[src/rtl/evmon_pkg.sv]
package evmon_pkg;
  localparam int DATA_W = 32;
  localparam int SEL_W  = 8;
  localparam int N_CNT  = 3;

  // control word bit positions (software visible)
  localparam int B_EN      = 0;
  localparam int B_RST_EV  = 1;
  localparam int B_RST_CYC = 2;
  localparam int B_DIV     = 3;
  localparam int B_IEN     = 4;
  localparam int B_FLAG    = 8;
  localparam int B_SEL0    = 12;
  localparam int B_SEL1    = 20;

  // counter index order inside the flag / enable triplets
  localparam int IX_EV0 = 0;
  localparam int IX_EV1 = 1;
  localparam int IX_CYC = 2;

  localparam logic [SEL_W-1:0] SEL_NONE = '1;

  typedef enum logic [1:0] {
    RA_CTL = 2'd0,
    RA_CYC = 2'd1,
    RA_EV0 = 2'd2,
    RA_EV1 = 2'd3
  } reg_addr_e;
endpackage

[src/rtl/evmon_prescale.sv]
module evmon_prescale #(
  parameter int DIV_LOG2 = 6
) (
  input  logic clk,
  input  logic rst,
  input  logic run,
  input  logic clr,
  output logic tick
);
  logic [DIV_LOG2-1:0] cnt_q;

  always_ff @(posedge clk) begin
    if (rst || clr || !run) cnt_q <= '0;
    else                    cnt_q <= cnt_q + 1'b1;
  end

  assign tick = run && (&cnt_q);
endmodule

[src/rtl/evmon_counter.sv]
module evmon_counter #(
  parameter int CNT_W = 32
) (
  input  logic             clk,
  input  logic             rst,
  input  logic             wr,
  input  logic [CNT_W-1:0] wdata,
  input  logic             clr,
  input  logic             inc,
  output logic [CNT_W-1:0] value,
  output logic             wrap
);
  logic [CNT_W-1:0] val_q;

  assign wrap  = inc && !wr && !clr && (&val_q);
  assign value = val_q;

  always_ff @(posedge clk) begin
    if (rst)      val_q <= '0;
    else if (wr)  val_q <= wdata;
    else if (clr) val_q <= '0;
    else if (inc) val_q <= val_q + 1'b1;
  end

  AST_WRAP_ZERO: assert property (@(posedge clk) disable iff (rst)
    wrap |=> (val_q == '0));
  AST_WRITE_WINS: assert property (@(posedge clk) disable iff (rst)
    wr |=> (val_q == $past(wdata)));
endmodule

[src/rtl/evmon_ctrl.sv]
module evmon_ctrl
  import evmon_pkg::*;
(
  input  logic                clk,
  input  logic                rst,
  input  logic                ctl_wr,
  input  logic [DATA_W-1:0]   wdata,
  input  logic [N_CNT-1:0]    wrap,
  output logic                en,
  output logic                div,
  output logic [N_CNT-1:0]    ien,
  output logic [N_CNT-1:0]    flags,
  output logic [SEL_W-1:0]    sel0,
  output logic [SEL_W-1:0]    sel1,
  output logic                rst_ev,
  output logic                rst_cyc,
  output logic                irq
);
  logic                en_q, div_q, irq_q;
  logic [N_CNT-1:0]    ien_q, flag_q, clr_vec, flag_d, ien_d;
  logic [SEL_W-1:0]    sel0_q, sel1_q;

  assign clr_vec = ctl_wr ? wdata[B_FLAG +: N_CNT] : '0;
  assign flag_d  = (flag_q & ~clr_vec) | wrap;
  assign ien_d   = ctl_wr ? wdata[B_IEN +: N_CNT] : ien_q;
  assign rst_ev  = ctl_wr && wdata[B_RST_EV];
  assign rst_cyc = ctl_wr && wdata[B_RST_CYC];

  always_ff @(posedge clk) begin
    if (rst) begin
      en_q   <= 1'b0;
      div_q  <= 1'b0;
      ien_q  <= '0;
      flag_q <= '0;
      sel0_q <= '0;
      sel1_q <= '0;
      irq_q  <= 1'b0;
    end else begin
      flag_q <= flag_d;
      ien_q  <= ien_d;
      irq_q  <= |(flag_d & ien_d);
      if (ctl_wr) begin
        en_q   <= wdata[B_EN];
        div_q  <= wdata[B_DIV];
        sel0_q <= wdata[B_SEL0 +: SEL_W];
        sel1_q <= wdata[B_SEL1 +: SEL_W];
      end
    end
  end

  assign en    = en_q;
  assign div   = div_q;
  assign ien   = ien_q;
  assign flags = flag_q;
  assign sel0  = sel0_q;
  assign sel1  = sel1_q;
  assign irq   = irq_q;

  AST_FLAG_STICKY: assert property (@(posedge clk) disable iff (rst)
    ((flag_q & ~clr_vec) != '0) |=> ((flag_q & $past(flag_q & ~clr_vec)) == $past(flag_q & ~clr_vec)));
  AST_IRQ_RAISE: assert property (@(posedge clk) disable iff (rst)
    ((|(wrap & ien_q)) && !ctl_wr) |=> irq_q);
endmodule

[src/rtl/evmon_top.sv]
module evmon_top
  import evmon_pkg::*;
#(
  parameter int CNT_W    = 32,
  parameter int DIV_LOG2 = 6
) (
  input  logic                  clk,
  input  logic                  rst,
  input  logic                  wr_en,
  input  logic [1:0]            addr,
  input  logic [DATA_W-1:0]     wr_data,
  output logic [DATA_W-1:0]     rd_data,
  input  logic [(1<<SEL_W)-1:0] evt_in,
  output logic                  irq
);
  localparam int N_EVT = 1 << SEL_W;

  logic              en, div, rst_ev, rst_cyc, tick, ctl_wr;
  logic [N_CNT-1:0]  ien, flags, wrap, cnt_wr, cnt_clr, cnt_inc;
  logic [SEL_W-1:0]  sel0, sel1;
  logic [CNT_W-1:0]  cnt_val [N_CNT];
  logic [DATA_W-1:0] ctl_word, rd_q;

  assign ctl_wr = wr_en && (addr == RA_CTL);

  evmon_ctrl u_ctrl (
    .clk(clk), .rst(rst), .ctl_wr(ctl_wr), .wdata(wr_data), .wrap(wrap),
    .en(en), .div(div), .ien(ien), .flags(flags), .sel0(sel0), .sel1(sel1),
    .rst_ev(rst_ev), .rst_cyc(rst_cyc), .irq(irq)
  );

  evmon_prescale #(.DIV_LOG2(DIV_LOG2)) u_pre (
    .clk(clk), .rst(rst), .run(en && div), .clr(rst_cyc), .tick(tick)
  );

  // event counters share one structure; only the selector differs
  for (genvar g = 0; g < 2; g++) begin : g_ev
    logic [SEL_W-1:0] sel;
    assign sel        = (g == 0) ? sel0 : sel1;
    assign cnt_wr[g]  = wr_en && (addr == ((g == 0) ? RA_EV0 : RA_EV1));
    assign cnt_clr[g] = rst_ev;
    assign cnt_inc[g] = en && (sel != SEL_NONE) && evt_in[sel];

    evmon_counter #(.CNT_W(CNT_W)) u_cnt (
      .clk(clk), .rst(rst), .wr(cnt_wr[g]), .wdata(wr_data[CNT_W-1:0]),
      .clr(cnt_clr[g]), .inc(cnt_inc[g]), .value(cnt_val[g]), .wrap(wrap[g])
    );

    AST_UNUSED_IDLE: assert property (@(posedge clk) disable iff (rst)
      ((sel == SEL_NONE) && !cnt_wr[g] && !cnt_clr[g]) |=> $stable(cnt_val[g]));
  end

  assign cnt_wr[IX_CYC]  = wr_en && (addr == RA_CYC);
  assign cnt_clr[IX_CYC] = rst_cyc;
  assign cnt_inc[IX_CYC] = en && (!div || tick);

  evmon_counter #(.CNT_W(CNT_W)) u_cyc (
    .clk(clk), .rst(rst), .wr(cnt_wr[IX_CYC]), .wdata(wr_data[CNT_W-1:0]),
    .clr(cnt_clr[IX_CYC]), .inc(cnt_inc[IX_CYC]), .value(cnt_val[IX_CYC]),
    .wrap(wrap[IX_CYC])
  );

  always_comb begin
    ctl_word                      = '0;
    ctl_word[B_EN]                = en;
    ctl_word[B_DIV]               = div;
    ctl_word[B_IEN +: N_CNT]      = ien;
    ctl_word[B_FLAG +: N_CNT]     = flags;
    ctl_word[B_SEL0 +: SEL_W]     = sel0;
    ctl_word[B_SEL1 +: SEL_W]     = sel1;
  end

  always_ff @(posedge clk) begin
    if (rst) rd_q <= '0;
    else begin
      unique case (reg_addr_e'(addr))
        RA_CTL: rd_q <= ctl_word;
        RA_CYC: rd_q <= DATA_W'(cnt_val[IX_CYC]);
        RA_EV0: rd_q <= DATA_W'(cnt_val[IX_EV0]);
        RA_EV1: rd_q <= DATA_W'(cnt_val[IX_EV1]);
        default: rd_q <= '0;
      endcase
    end
  end

  assign rd_data = rd_q;

  AST_DIV_HOLD: assert property (@(posedge clk) disable iff (rst)
    (en && div && !tick && !cnt_wr[IX_CYC] && !rst_cyc) |=> $stable(cnt_val[IX_CYC]));
  AST_STOPPED_HOLD: assert property (@(posedge clk) disable iff (rst)
    (!en && !wr_en) |=> ($stable(cnt_val[IX_CYC]) && $stable(cnt_val[IX_EV0])));

  initial begin
    AST_EVT_WIDTH: assert (N_EVT == 256);
  end
endmodule

[config.mk]
export PLATFORM = sky130hd
export DESIGN_NAME = evmon_top
export DESIGN_NICKNAME = d
export VERILOG_FILES = /design/src/rtl/evmon_pkg.sv /design/src/rtl/evmon_prescale.sv /design/src/rtl/evmon_counter.sv /design/src/rtl/evmon_ctrl.sv /design/src/rtl/evmon_top.sv
export SDC_FILE = /design/constraint.sdc
export NUM_CORES = 1
export LEC_CHECK = 0
export BUFFER_PORTS_ARGS = -buffer_cell sky130_fd_sc_hd__buf_2
export CORE_MARGIN = 4
export CORE_UTILIZATION = 50
export DETAILED_ROUTE_END_ITERATION = 10
export GPL_TIMING_DRIVEN = 0
export HOLD_SLACK_MARGIN = 0.12
export PLACE_DENSITY_LB_ADDON = 0.05
export SETUP_SLACK_MARGIN = 0.2
export SYNTH_ARGS = -nofsm -noshare
export SYNTH_HDL_FRONTEND = slang
export SYNTH_SLANG_ARGS = --single-unit
[constraint.sdc]
create_clock -name clk -period 4.5 [get_ports clk]
set_input_delay 0.45 -clock clk [delete_from_list [all_inputs] [get_ports clk]]
set_output_delay 0.45 -clock clk [all_outputs]
set_load 0.05 [all_outputs]
==> run_results.csv, run 1 <==
group,metric,value,unit
logic_synthesis,yosys.area_share.simple,18.4,%
die,rows,59,
global_routing,grt_first_pass_wirelength,86600,microns
sta,skew,0.0127,ns
power_and_ir_drop,power_density,253,nW/um^2
sta,worst_pin_slew,1.09,ns
worst_hold_path,min_path_type,"in2reg",
power_and_ir_drop,clockPowerShare,38.7,%
placement,post-place-cells,2098,
run,drv_cap,0,
final_layout,layout_commonest_cell,"buf_2",
sta,fmax,0.260,GHz
routing,drt-vias-per-instance,6.97,
routing,wl,60000,microns
clock_network,insertion_delay,0.43,ns
die,initial_core_util,51.0,%
status,status,"finished, final reports clean",
global_routing,overflow,0,
logic_synthesis,synth_edf_count,0,
routing,post-route-drc-count,0,
final_layout,final_cell_mix,"347 x buf_2, 160 x nand2_1, 159 x dfxtp_1",
final_layout,final_area,16000,sq um
logic_synthesis,synth_top_family_by_area,"multiplexers",
global_routing,use_met3,14.8,%
power_and_ir_drop,p_int,2.77,mW
final_layout,syn_to_final_growth,20.0,%
sta,period_needed,3.84,ns
setup_path,required,4.82,ns
logic_synthesis,synth-compound-area-share,19.6,%
placement,placed_area,15400,sq um
clock_network,numCtsBuffers,17,
logic_synthesis,yosysSeqAreaShare,23.8,%
power_and_ir_drop,p_seq_share,37.7,%
clock_network,htreeDepth,4,
placement,dpl.hpwl,47200,microns
logic_synthesis,syn-num-nets,1735,
die,ios,326,
die,core,26200,sq um
final_layout,instances_no_fill,2131,
global_routing,grtUsageMet2,58.2,%
sta,tns,0,ns
clock_network,cts.root.buffer_cell,"clkbuf_16",
logic_synthesis,yosysUniqueCellTypes,74,
logic_synthesis,synth-adder-area-share,0.375,%
global_routing,grt_max_degree,17,
global_routing,antenna_found_initial,2,
power_and_ir_drop,p_leak,6.08,nW
final_layout,layout-drive-gt1-share,32.3,%
logic_synthesis,avgSynthCellArea,9.29,sq um
sta,min_period_over_period,85.3,%
global_routing,grt_pass1_vias,14200,
clock_network,holdBufCountCts,0,
sta,finalWorstSetupSlack,0.660,ns
sta,slew_headroom,26.8,%
placement,portBuffers,324,
clock_network,numClockSinks,159,
final_layout,nets,2079,
setup_path,end_kind,"flip-flop",
routing,dr_total_vias,14900,
logic_synthesis,ys_warn_count,0,
die,chipWidth,171,microns
sta,finalHoldViolCount,0,
setup_path,cp_max_fo,10,
setup_path,cp_data_arrival_time,4.16,ns
sta,setup_viol,0,
power_and_ir_drop,peakVddDrop,0.241,mV
final_layout,nFillCells,2366,
power_and_ir_drop,p_sw_share,31.8,%
setup_path,startpoint_type,"flip-flop",
routing,ant_nets,0,
clock_network,cts_tree,"built",
global_routing,grt_usage,39.6,%
logic_synthesis,ys_ff_latch,159,
clock_network,post-cts-setup-buffer-count,0,
clock_network,clk_pin_slew,0.07,ns
logic_synthesis,synthArstFlopShare,0,%
clock_network,clock_path_buffers,2,
global_routing,grt_use_met1,55.3,%
sta,holdWs,0.342,ns
routing,firstDrtPassIters,6,
placement,post-place-ws,0.870,ns
routing,wl_per_cell,28.2,microns
logic_synthesis,muxShareOfSynthArea,29.4,%
clock_network,ctsResizeCount,0,
sta,maxSlewViolCount,0,
placement,gp_congestion,1.01,
power_and_ir_drop,p_sw,1.29,mW
die,die-area,29400,sq um
routing,drtIter0Drc,2146,
logic_synthesis,syn_area,13400,sq um
setup_path,critPathKind,"reg2reg",
die,die_h,171,microns
sta,rsz0062_at_grt,"false",
logic_synthesis,synthCells,1438,
global_routing,busiest_layer,"met2",
power_and_ir_drop,power_frac_comb,23.7,%
logic_synthesis,synthXorXnorAreaFrac,2.95,%
logic_synthesis,ys.flop_type,"dfxtp_1",
## layer usage
metal	wire length [microns]	up-vias
met1	23300	7165
li1	-	6332
met5	13	-
met2	25400	1197
met3	9580	158
met4	1720	2
## worst max-delay path, cell delays in order (launching register included)
cell	delay, ns
dfxtp_1	0.31
clkbuf_1	0.49
clkbuf_1	0.71
nand2_1	0.39
o211a_1	0.35
a22o_1	0.30
o211a_1	0.26
buf_4	0.19
nor2_1	0.33
mux2_2	0.39
## metrics by stage
step           util [%]  total power, mW
3_5_place_dp       58.8             2.48
6_report           61.2             4.05
3_3_place_gp       58.8             2.47
5_1_grt            61.2             4.16
4_1_cts            61.1             4.01
2_1_floorplan         -             2.07
## power groups by stage
| stage | combinational (mW) | sequential [mW] | clock [mW] |
|---|---|---|---|
| after floorplan | 0.522 | 1.55 | 0 |
| after global placement | 0.913 | 1.55 | 0 |
| after detailed placement | 0.922 | 1.55 | 0 |
| after CTS | 0.927 | 1.52 | 1.56 |
| after global routing | 1.01 | 1.53 | 1.62 |
| final | 0.960 | 1.53 | 1.57 |
## final timing paths
path | startpoint | to | slack (ns) | depth (start not counted)
setup reg to reg | u_ctrl.sel0[4] | g_ev[0].u_cnt.value[26] | 0.66 | 9
setup / recovery | u_ctrl.sel0[4] | g_ev[0].u_cnt.value[26] | 0.66 | 9
hold / removal | wr_data[0] | u_ctrl.en | 0.34 | 3
hold reg to reg | u_pre.cnt_q[0] | u_pre.cnt_q[0] | 0.47 | 1
## cell usage after synthesis, types with 33 or more instances
cell | count | area (sq um)
nand2_1 | 160 | 601
dfxtp_1 | 159 | 3180
mux4_2 | 141 | 3180
a21oi_1 | 89 | 445
nor2_1 | 81 | 304
clkbuf_1 | 71 | 267
a22oi_1 | 61 | 458
nand3_1 | 56 | 280
mux2i_1 | 52 | 521
o21ai_0 | 52 | 260
a211oi_1 | 36 | 270
and2_1 | 34 | 213
nand4_1 | 34 | 213
nor3_1 | 33 | 165
## flip-flops by register name, summed over array words and instances (netlist names)
name	cells
u_ctrl.ien	3
u_ctrl.div	1
g_ev.u_cnt.value	64
u_ctrl.sel0	8
u_ctrl.en	1
u_cyc.value	32
u_ctrl.flags	3
u_ctrl.sel1	8
rd_data	32
u_pre.cnt_q	6
u_ctrl.irq	1
## final cells by class
class                   count  area (sq um)  area share [%]
diodes                      1          2.50          0.0156
plain buffers             126           647            4.04
clock buffers              17           425            2.65
clock inverters            15           195            1.22
inverters                  23          86.3           0.539
multi-input cells        1130          9440            58.9
flip-flops and latches    159          3180            19.9
well taps                 335           419            2.62
repair buffers            325          1630            10.1
## cells by family (layout without fill, tap and decap cells)
| family | Yosys count | in the layout |
|---|---|---|
| multiplexers | 213 | 213 |
| XOR/XNOR | 45 | 45 |
| flip-flops | 159 | 159 |
| AO/OA/AOI/OAI | 373 | 373 |
| adder cells (fa/ha/maj) | 4 | 4 |
| other | 0 | 1 |
| AND/OR/NAND/NOR | 495 | 495 |
| buffers and inverters | 149 | 506 |
Note: power is estimated with default switching activity, not from simulation.
==> run 2: changes to the inputs <==
- CAP_MARGIN: not set -> 20
- CORE_UTILIZATION: 50 -> 30
==> run 2 against run 1 <==
  * Via count down 0.50%
  * Largest power group unchanged
  * Worst hold slack lost 0.029 ns
  * Fmax decreased by 3.9%
  * Sequential power barely moved
  * Register-to-register slack worse by 0.16 ns
  * Sequential share of layout area is 0.46 points lower
  * Wire length increased by 21%
  * Cell count grew 13%
  * Sequential cell count did not move
  * Non-clock buffer count is 1 higher
  * Largest cell class unchanged
  * First-iteration DRC count decreased by 25%
  * Critical path depth is the same
==> run_results.csv, run 2 (same netlist as run 1, synthesis figures left out) <==
group,metric,value,unit
run,drv_cap,0,
die,ios,326,
sta,tns,0,ns
setup_path,startpoint,"u_ctrl.sel0[4]",
worst_hold_path,min-delay-start,"wr_data[0]",
clock_network,clock_path_buffers,2,
worst_hold_path,min_path_type,"in2reg",
routing,ant_nets,0,
placement,portBuffers,324,
routing,drtIter0Drc,1617,
global_routing,overflow,0,
clock_network,cts.root.buffer_cell,"clkbuf_16",
sta,fmax,0.250,GHz
sta,min_period_over_period,88.8,%
final_layout,instances_no_fill,2400,
status,status,"finished, final reports clean",
final_layout,nets,2080,
clock_network,cts_tree,"built",
setup_path,r2r_start,"u_ctrl.sel0[4]",
final_layout,final_cell_mix,"348 x buf_2, 160 x nand2_1, 159 x dfxtp_1",
setup_path,end_kind,"flip-flop",
final_layout,syn_to_final_growth,22.8,%
placement,post-place-cells,2355,
power_and_ir_drop,p_leak,6.09,nW
die,core,44100,sq um
routing,post-route-drc-count,0,
routing,wl_per_cell,30.4,microns
die,die_h,219,microns
sta,slew_headroom,16.3,%
sta,worst_pin_slew,1.24,ns
global_routing,grt_usage,29.5,%
global_routing,grt_pass1_vias,14200,
final_layout,layout-drive-gt1-share,32.3,%
routing,dr_total_vias,14800,
setup_path,cp_data_arrival_time,4.34,ns
setup_path,cp_max_fo,10,
placement,dpl.hpwl,58200,microns
sta,setup_viol,0,
die,initial_core_util,30.3,%
routing,drt-vias-per-instance,6.16,
die,chipWidth,219,microns
setup_path,cp_slowest_cell,"clkbuf_1",
clock_network,numCtsBuffers,17,
sta,rsz0062_at_grt,"false",
sta,maxSlewViolCount,0,
clock_network,htreeDepth,4,
final_layout,layout_commonest_cell,"buf_2",
global_routing,antenna_found_initial,16,
power_and_ir_drop,power_density,254,nW/um^2
routing,wl,72900,microns
power_and_ir_drop,peakVddDrop,0.241,mV
die,die-area,48000,sq um
clock_network,ctsResizeCount,0,
global_routing,grt_max_degree,17,
clock_network,insertion_delay,0.46,ns
sta,skew,0.0140,ns
sta,period_needed,4.00,ns
sta,finalHoldViolCount,0,
setup_path,required,4.85,ns
global_routing,grt_first_pass_wirelength,103000,microns
clock_network,post-cts-setup-buffer-count,0,
final_layout,largest_reg_flops,64,
die,rows,77,
setup_path,worstPathCellList,"clkbuf_1 > clkbuf_1 > nand2_1 > o211a_1 > a22o_1 > o211a_1 > buf_4 > nor2_1 > mux2_2",
routing,firstDrtPassIters,5,
setup_path,critPathKind,"reg2reg",
clock_network,holdBufCountCts,0,
setup_path,slowest_delay,0.69,ns
clock_network,numClockSinks,159,
placement,gp_congestion,0.933,
clock_network,clk_pin_slew,0.07,ns
setup_path,startpoint_type,"flip-flop",
==> run 2: area by class of cell <==
| cell class | count | area, sq um |
|---|---|---|
| Antenna cell | 12 | 30.0 |
| Buffer | 126 | 647 |
| Clock buffer | 20 | 457 |
| Clock inverter | 12 | 184 |
| Fill cell | 4658 | 27700 |
| Inverter | 23 | 86.3 |
| Multi-Input combinational cell | 1130 | 9450 |
| Sequential cell | 159 | 3180 |
| Tap cell | 592 | 741 |
| Timing Repair Buffer | 326 | 1630 |
==> run 2: worst paths after layout <==
check,depth (start not counted),slack (ns),end
hold reg to reg,1,0.46,u_pre.cnt_q[0]
setup / recovery,9,0.50,g_ev[0].u_cnt.value[8]
hold / removal,3,0.31,u_ctrl.en
setup reg to reg,9,0.50,g_ev[0].u_cnt.value[8]
==> run 2: through the flow <==
stage	cell area [sq um]	utilization [%]	setup slack (ns)	power, mW	hold slack [ns]
final	16400	37.2	0.503	4.16	0.312
after global routing	16400	37.2	0.389	4.29	0.297
after CTS	16400	37.1	0.567	4.16	0.287
after detailed placement	15700	35.6	0.579	2.53	0.453
after global placement	15700	35.6	0.608	2.53	0.450
after floorplan	13400	-	1.70	2.07	0.430
==> run 2: routing by layer <==
layer / track usage, % / up-vias / share of wire (%)
li1: - / 6351 / -
met1: 42.5 / 7429 / 45
met2: 44.6 / 859 / 44
met3: 5.87 / 132 / 8.7
met4: 9.35 / 8 / 3.0
met5: 0 / - / 0.066
==> run 2: worst max-delay path, delay by kind of cell, from the launching register on <==
kind | cells | cell delay [ns]
buf+inv | 3 | 1.38
compound gates | 3 | 0.97
simple gates | 2 | 0.83
mux | 1 | 0.38
flops | 1 | 0.30
==> run 2: report_power, final <==
part	leakage (nW)	total, mW	switching (mW)	internal, mW
Clock	0.300	1.63	0.671	0.962
Sequential	1.29	1.53	0.0753	1.45
Combinational	4.50	0.996	0.577	0.419
